File: src/rtl/cop_rd_pkg.sv
package cop_rd_pkg;

    localparam int CRP_DATA_W = 16;
    localparam int CRP_IDX_W  = 4;
    localparam int CRP_NREG   = 1 << CRP_IDX_W;

    // word indices handed to the clocked responder (byte offsets $00, $04)
    localparam logic [CRP_IDX_W-1:0] RESP_IDX = CRP_IDX_W'(0);
    localparam logic [CRP_IDX_W-1:0] SAVE_IDX = CRP_IDX_W'(2);

    typedef enum logic [1:0] {
        ACK_NONE = 2'b11,
        ACK_WORD = 2'b01
    } ack_code_e;

    typedef struct packed {
        logic                 serve;    // clockless read served here
        logic                 defer;    // read for the clocked responder
        logic [CRP_IDX_W-1:0] idx;
    } host_req_t;

    function automatic logic is_sync_idx(input logic [CRP_IDX_W-1:0] i);
        return (i == RESP_IDX) || (i == SAVE_IDX);
    endfunction

endpackage

File: src/rtl/cop_rd_decode.sv
module cop_rd_decode
    import cop_rd_pkg::*;
(
    input  logic                 cs_n,
    input  logic                 as_n,
    input  logic                 ds_n,
    input  logic                 rd_wr,
    input  logic [CRP_IDX_W-1:0] host_idx,
    output host_req_t            req
);
    logic cycle_rd;

    always_comb begin
        cycle_rd  = !cs_n && !as_n && !ds_n && rd_wr;
        req.idx   = host_idx;
        req.defer = cycle_rd && is_sync_idx(host_idx);
        req.serve = cycle_rd && !is_sync_idx(host_idx);
    end
endmodule

File: src/rtl/cop_rd_regbank.sv
module cop_rd_regbank #(
    parameter int DATA_W = 16,
    parameter int IDX_W  = 4,
    localparam int NREG  = 1 << IDX_W
) (
    input  logic              clk,
    input  logic              rst,
    input  logic              we,
    input  logic [IDX_W-1:0]  widx,
    input  logic [DATA_W-1:0] wdata,
    input  logic [IDX_W-1:0]  ridx,
    output logic [DATA_W-1:0] rdata
);
    logic [DATA_W-1:0] mem [NREG];

    always_ff @(posedge clk) begin
        if (rst) begin
            for (int i = 0; i < NREG; i++) mem[i] <= '0;
        end else if (we) begin
            mem[widx] <= wdata;
        end
    end

    // clockless host port: whole word comes from one register
    assign rdata = mem[ridx];

    assert_write_lands_R7: assert property (@(posedge clk) disable iff (rst)
        we |=> mem[$past(widx)] == $past(wdata));

    for (genvar g = 0; g < NREG; g++) begin : g_rst_chk
        assert_entry_cleared_R8: assert property (@(posedge clk) disable iff (rst)
            $fell(rst) |-> mem[g] == '0);
    end
endmodule

File: src/rtl/cop_rd_driver.sv
module cop_rd_driver
    import cop_rd_pkg::*;
#(
    parameter int DATA_W = 16
) (
    input  host_req_t         req,
    input  logic [DATA_W-1:0] rdata,
    output logic [DATA_W-1:0] bus_dout,
    output logic              bus_oe,
    output logic [1:0]        ack_n,
    output logic              sync_req
);
    ack_code_e ack;

    always_comb begin
        ack      = req.serve ? ACK_WORD : ACK_NONE;
        ack_n    = ack;
        bus_oe   = req.serve;
        bus_dout = req.serve ? rdata : '0;
        sync_req = req.defer;
    end
endmodule

File: src/rtl/cop_async_rd_port.sv
module cop_async_rd_port
    import cop_rd_pkg::*;
#(
    parameter int DATA_W = CRP_DATA_W
) (
    input  logic                 clk,
    input  logic                 rst,
    input  logic                 cs_n,
    input  logic                 as_n,
    input  logic                 ds_n,
    input  logic                 rd_wr,
    input  logic [CRP_IDX_W-1:0] host_idx,
    output logic [DATA_W-1:0]    bus_dout,
    output logic                 bus_oe,
    output logic [1:0]           ack_n,
    output logic                 sync_req,
    input  logic                 int_we,
    input  logic [CRP_IDX_W-1:0] int_idx,
    input  logic [DATA_W-1:0]    int_wdata
);
    host_req_t         req;
    logic [DATA_W-1:0] rdata;

    cop_rd_decode u_dec (
        .cs_n(cs_n), .as_n(as_n), .ds_n(ds_n), .rd_wr(rd_wr),
        .host_idx(host_idx), .req(req)
    );

    cop_rd_regbank #(.DATA_W(DATA_W), .IDX_W(CRP_IDX_W)) u_bank (
        .clk(clk), .rst(rst), .we(int_we), .widx(int_idx),
        .wdata(int_wdata), .ridx(req.idx), .rdata(rdata)
    );

    cop_rd_driver #(.DATA_W(DATA_W)) u_drv (
        .req(req), .rdata(rdata), .bus_dout(bus_dout), .bus_oe(bus_oe),
        .ack_n(ack_n), .sync_req(sync_req)
    );

    assert_word_ack_R1: assert property (@(posedge clk) disable iff (rst)
        bus_oe |-> ack_n == 2'b01);

    assert_excluded_idx_R2: assert property (@(posedge clk) disable iff (rst)
        (host_idx == 4'd0 || host_idx == 4'd2) |-> !bus_oe && ack_n == 2'b11);

    assert_flag_exclusive_R3: assert property (@(posedge clk) disable iff (rst)
        $onehot0({sync_req, bus_oe}));

    assert_as_release_R4: assert property (@(posedge clk) disable iff (rst)
        as_n |-> !bus_oe && ack_n == 2'b11 && !sync_req);

    assert_ds_release_R5: assert property (@(posedge clk) disable iff (rst)
        ds_n |-> !bus_oe && ack_n == 2'b11 && !sync_req);

    assert_unselected_R6: assert property (@(posedge clk) disable iff (rst)
        (cs_n || !rd_wr) |-> !bus_oe && !sync_req);

    assert_read_stable_R7: assert property (@(posedge clk) disable iff (rst)
        (bus_oe && $past(bus_oe) && $stable(host_idx) && !$past(int_we))
        |-> $stable(bus_dout));
endmodule

File: config.mk
export PLATFORM = sky130hd
export DESIGN_NAME = cop_async_rd_port
export DESIGN_NICKNAME = d
export VERILOG_FILES = /design/src/rtl/cop_rd_pkg.sv /design/src/rtl/cop_rd_decode.sv /design/src/rtl/cop_rd_regbank.sv /design/src/rtl/cop_rd_driver.sv /design/src/rtl/cop_async_rd_port.sv
export SDC_FILE = /design/constraint.sdc
export NUM_CORES = 1
export LEC_CHECK = 0
export BUFFER_PORTS_ARGS = -buffer_cell sky130_fd_sc_hd__buf_4
export CORE_MARGIN = 1
export CORE_UTILIZATION = 37
export CTS_BUF_LIST = sky130_fd_sc_hd__clkbuf_8
export DETAILED_ROUTE_END_ITERATION = 10
export GPL_ROUTABILITY_DRIVEN = 1
export GPL_TIMING_DRIVEN = 0
export SLEW_MARGIN = 40
export SYNTH_ARGS = -nofsm -noshare
export SYNTH_HDL_FRONTEND = slang
export SYNTH_SLANG_ARGS = --single-unit
File: constraint.sdc
create_clock -name clk -period 3.1 [get_ports clk]
set_input_delay 0.31 -clock clk [delete_from_list [all_inputs] [get_ports clk]]
set_output_delay 0.31 -clock clk [all_outputs]
set_load 0.1 [all_outputs]
# ---- Word level (Yosys, flattened, before mapping)
# Memory sizes are Yosys's and may differ from the RTL's.
# Index checks and enable logic that the tools add are counted.
dict set report op_classes {
  eq_ne 1
  muxes 10
  n_reduce_logical 12
}
# operator n
set op_table {}
lappend op_table {{16-bit 2-to-1 mux} 2}
lappend op_table {{16-bit OR reduction} 1}
lappend op_table {{1-bit 2-to-1 mux} 6}
lappend op_table {{1-bit logical AND} 5}
lappend op_table {{4-bit by 2-bit == test with 1-bit output (second input constant)} 1}
lappend op_table {{1-bit zero test} 4}
lappend op_table {{4-bit zero test} 1}
lappend op_table {{4-bit 2-to-1 mux} 1}
lappend op_table {{2-bit 2-to-1 mux} 1}
lappend op_table {{1-bit logical OR} 1}
dict set report word_totals {
  ff_bits 0
  mem_bits_rw 256
  out_inout_bits 20
  word_cells 24
  mem_count 1
}
# memory words word_bits read_ports rd_ports_with_merged_regs write_ports line
set mem_list {}
lappend mem_list {u_bank.mem 16 16 1 0 16 cop_rd_regbank.sv:14} ;# logic [DATA_W-1:0] mem [NREG];

# ---- Depth between registers and ports, before layout
dict set report logic_depth {
  ltp_word 6
  depth_mapped 6
  depth_no_buf 4
}

# ---- Hierarchy
# From an unflattened synthesis, not the netlist that was laid out.
dict set report unflattened {
  cells_unflattened 752
  area_unflattened_um2 11780.0
}
# mod n_inst cells_each area_each_um2 seq_area_each_um2
set modules_own_cells {}
lappend modules_own_cells {cop_rd_regbank 1 722 11562.3 7687.4}
lappend modules_own_cells {cop_rd_driver 1 22 156.4 0.0}
lappend modules_own_cells {cop_rd_decode 1 8 61.3 0.0}

# ---- Least setup slack after synthesis
# Ideal clock, no wire load.
dict set report synth_path {
  kind {input port to output port}
  from {input port host_idx[0]}
  to {output port bus_oe}
  t_arrival_ns 4.328
  required_time_ns 2.790
  slack_ns -1.538
  cell_stages 4
  path_buffers 2
  cell_sequence {buf_2 buf_2 o31ai_1 inv_1}
}
dict set report synth_via {
  elab_chain_len 4
}
# item line
set synth_lines {}
lappend synth_lines {{start: declaration} cop_async_rd_port.sv:12} ;# input logic [CRP_IDX_W-1:0] host_idx,
lappend synth_lines {{4-bit by 2-bit == test with 1-bit output / 4-bit zero test (equally long branches)} cop_rd_pkg.sv:23} ;# return (i == RESP_IDX) || (i == SAVE_IDX);
lappend synth_lines {{1-bit logical OR (*)} cop_rd_pkg.sv:23}
lappend synth_lines {{1-bit zero test (*)} cop_rd_decode.sv:17} ;# req.serve = cycle_rd && !is_sync_idx(host_idx);
lappend synth_lines {{1-bit logical AND (*)} cop_rd_decode.sv:17}
lappend synth_lines {{end: declaration} cop_async_rd_port.sv:14} ;# output logic bus_oe,
# Mark *: on every way between the ends. The rest lies on a longest branch, timed or not.

# ---- Final worst setup path
dict set report layout_path {
  from {input port ds_n}
  to {output port bus_dout[11]}
}
dict set report layout_via {
  elab_chain_len 5
}
# item line
set layout_lines {}
lappend layout_lines {{start: declaration} cop_async_rd_port.sv:10} ;# input logic ds_n,
lappend layout_lines {{1-bit zero test} cop_rd_decode.sv:14} ;# cycle_rd = !cs_n && !as_n && !ds_n && rd_wr;
lappend layout_lines {{1-bit logical AND (2 in a row)} cop_rd_decode.sv:14}
lappend layout_lines {{1-bit logical AND} cop_rd_decode.sv:17}
lappend layout_lines {{16-bit 2-to-1 mux} cop_rd_driver.sv:19} ;# bus_dout = req.serve ? rdata : '0;
lappend layout_lines {{end: declaration} cop_async_rd_port.sv:13} ;# output logic [DATA_W-1:0] bus_dout,
# No other way between the ends.

==> results.txt <==
The run finished with clean final reports. The post-cts repair resize count came out at 0. Of the cells placed in the final design, the portion with a size suffix greater than 1 is 25.8%. The wire length of the first global-routing pass came out at 36.9 mm. The routed via count is 5812. The kind of end point of the critical path is an output pin. Summing the areas of all fa, ha and maj instances in the mapped netlist gives 0% of the synthesized area. For this design the static power due to leakage is 4.41 nW. The hold violation total from the final report is 0. The register with the most flip-flops is u_bank.mem. The clock input transition at the sequential cells of the worst setup and hold paths came out at 0.06 ns.

The largest single stage delay on the critical path is 0.53 ns. The design draws 6.37 mW. In this run the worst setup path terminates at bus_dout[11]. Setup repair after global routing left no endpoint under its margin. The clock tree synthesis step divided the H-tree into 2 levels.

After synthesis, the mean cell area works out to 15.4 um^2. The non-filler instance count after layout is 1168. The count of buffer and inverter cells on the critical path came out at 3. Registers are responsible for 55.7% of the overall power. The post-CTS repair timing setup buffer count came out at 0. In the post-route analysis, the smallest setup slack over all paths is 0.211 ns. The total internal power came out at 4.86 mW. The synthesized netlist net count came out at 713. The number of flip-flops under the largest register name came out at 224.

The post-synthesis instance area is 0.0105 mm^2. The DRC violation count after routing came out at 0. The dominant synthesized flop cell is edfxtp_1.

edfxtp_1 takes more of the synthesized area than any other cell. The number of enable flip-flop cells after synthesis came out at 224. Yosys attributes the largest share of cell area to edfxtp_1, and2_1, mux4_2, mux2i_1, a2bb2oi_1. The number of global-route vias before repair came to 6128.

The startpoint of the lowest-slack hold path is int_wdata[8]. Among the stages of the critical path, the cell type that occurs most often is buf_4. The power density normalized to cell area is 533 mW/mm^2.

The fraction of registers with async set/reset is 0%. For this block, the routed nets add up to 24.8 mm of wire. The synthesized netlist devotes 2.81% of its cell area to compound gates. The distinct cell type count of the synthesized netlist came out at 39. The final worst hold slack is 0.0911 ns. The leftover overflow at the end of global routing came out at 0. The fraction of the core area covered by cells at the end of the flow came out at 43.0%. The total net switching power came out at 1.51 mW. The relative contribution of combinational cells to total power came out at 8.3%. The placed cell count came out at 1108.

The worst setup path is of the input port to output pin kind. On the critical path the largest part of the delay comes from simple AND/OR/NAND/NOR gates. The net total in the final layout came out at 800. At the worst endpoint, the required time is 2.79 ns. The worst setup path startpoint is ds_n. The floorplan core area is 0.0278 mm^2. VDD sags by at most 0.235 mV. The switching power as a share of total power is 23.7%. The register area share after synthesis came out at 64.2%. The number of top-level pins came out at 51. After detailed routing, the average wire length per cell comes to 21.2 um. The area fraction in and, or, nand and nor cells after synthesis is 17.5%. The number of I/O port buffers is 47. Per report_power, the clock group accounts for 35.9% of the total. The transition at the pin with the smallest max-transition slack came out at 0.785 ns. The die is 170 um tall. TritonCTS built the clock tree. The clock period minus worst slack is 2.89 ns. The first detailed-routing pass took 5 iterations. After synthesis, the largest family of logic cells by area is simple AND/OR/NAND/NOR gates. The number of core rows is 61. After synthesis, the most frequently instantiated cells are and2_1, edfxtp_1, mux4_2, inv_1, buf_2. The wire-length estimate of the detail-placed layout is 16.8 mm. The total negative slack for setup checks is 0 ns.

After synthesis, the largest area contributor takes up 64.2% of total cell area. The worst-path cell with the longest stage delay is nor4b_4. The number of pins with negative max-slew slack in the final report is 0. The largest registers in the layout are u_bank.mem (224).

The number of register bits inferred by synthesis came out at 224. Routability-driven placement finished with a final weighted congestion of 0.844. The aggregate global-route resource usage came out at 17.7%. The maximum number of buffers from clock root to sink is 3.

The share of the cycle needed by the critical path after routing is 93.2%. The cell area after placement came out at 0.0113 mm^2. The cell area after layout is 0.0119 mm^2. The overall die area came out at 0.0290 mm^2. The maximum frequency from static timing analysis is 346 MHz. The worst slew slack as a fraction of its limit came out at 47.7%. The count of clock tree sinks is 224. The hold buffer count at cts is 0. Counting buffers and inverters, the worst setup path is 6 cells deep.

The share of synthesized area spent on multiplexers is 11.8%. The CTS buffer count came out at 37. The initial antenna violation count is 0.

The library cell used as clock root buffer is clkbuf_8. At the placement stage, the worst setup path has a slack of 0.335 ns. The worst path arrival time is 2.58 ns.

The setup-violating endpoint count in the final report came out at 0. Relative to the synthesized area, the layout overhead comes to 14.0%. The parity-gate share of the synthesized area counting xor and xnor cells came out at 0%. For this block, the initial DRC count from the detailed router was 431. 0 antenna diodes ended up in the layout. The number of synthesis warnings came out at 0. The die span in x is 170 um.

After detailed routing, the number of vias per cell comes to 4.98. STA classifies the critical path startpoint as an input port. The maximum fanout along the worst path is 10.

The largest net degree at the start of global routing came out at 17. In this run the worst hold path is classified as input port to flop. Once detail routing completed, the nets flagged for antenna violations numbered 0. The effective utilization at floorplan came out at 37.7%. Max-cap violations in this run came to 0. The critical path goes through buf_4, nor4b_4, nand3b_1, clkbuf_1, o221ai_1, buf_4. The instance count of the mapped netlist came out at 682.
-- power by group through the flow --
stage / logic (mW) / clock network (mW) / registers (mW)
final: 0.531 / 2.29 / 3.55
after global routing: 0.568 / 2.44 / 3.56
after CTS: 0.544 / 2.32 / 3.55
after detailed placement: 0.542 / 0 / 3.61
after global placement: 0.538 / 0 / 3.60
after floorplan: 0.351 / 0 / 3.59
-- routing by layer --
metal	vias to the layer above	track usage, %	share of wire [%]
met3	49	2.88	4.8
met1	2935	23.9	44
met2	171	29.2	49
met4	0	5.33	2.1
met5	-	0	0
li1	2657	-	-
-- cells by family (layout without fill, tap and decap cells) --
family | count (synthesis) | count (layout)
flip-flops | 224 | 224
buffers and inverters | 83 | 191
AO/OA/AOI/OAI | 35 | 35
multiplexers | 66 | 66
other | 1 | 1
AND/OR/NAND/NOR | 273 | 273
-- worst min-delay path by stage --
stage	end	slack [ns]	cells past startpoint
CTS	u_bank.mem[1][13]	0.07	2
floorplan	u_bank.mem[1][0]	0.51	1
global route	u_bank.mem[3][8]	0.08	2
detailed placement	u_bank.mem[4][13]	0.63	2
global placement	u_bank.mem[5][13]	0.62	2
finish	u_bank.mem[1][8]	0.09	2
-- final cells by class --
cell class / count / area (um^2)
tap: 378 / 473
inverter: 31 / 116
fill: 2581 / 15800
sequential: 224 / 6730
timing repair buffer: 48 / 360
multi-input combinational: 375 / 3380
clock inverter: 21 / 85.1
clock buffer: 39 / 537
buffer: 52 / 259
-- placed cells by master, fill, tap and decap left out, types with 2 or more instances in the layout --
master	count
mux4_2	46
nor2_2	6
or2_2	14
mux2i_1	20
clkbuf_8	39
nand3b_1	3
nand2b_2	2
a2bb2oi_1	15
inv_1	42
buf_2	24
nand3_1	2
nor2_1	2
and2_1	224
clkinv_1	7
clkinv_2	2
nor2_4	6
o221ai_1	15
buf_4	51
clkbuf_1	21
a21oi_1	2
edfxtp_1	224
buf_6	3
No activity file was read; power rests on OpenSTA's default activity.
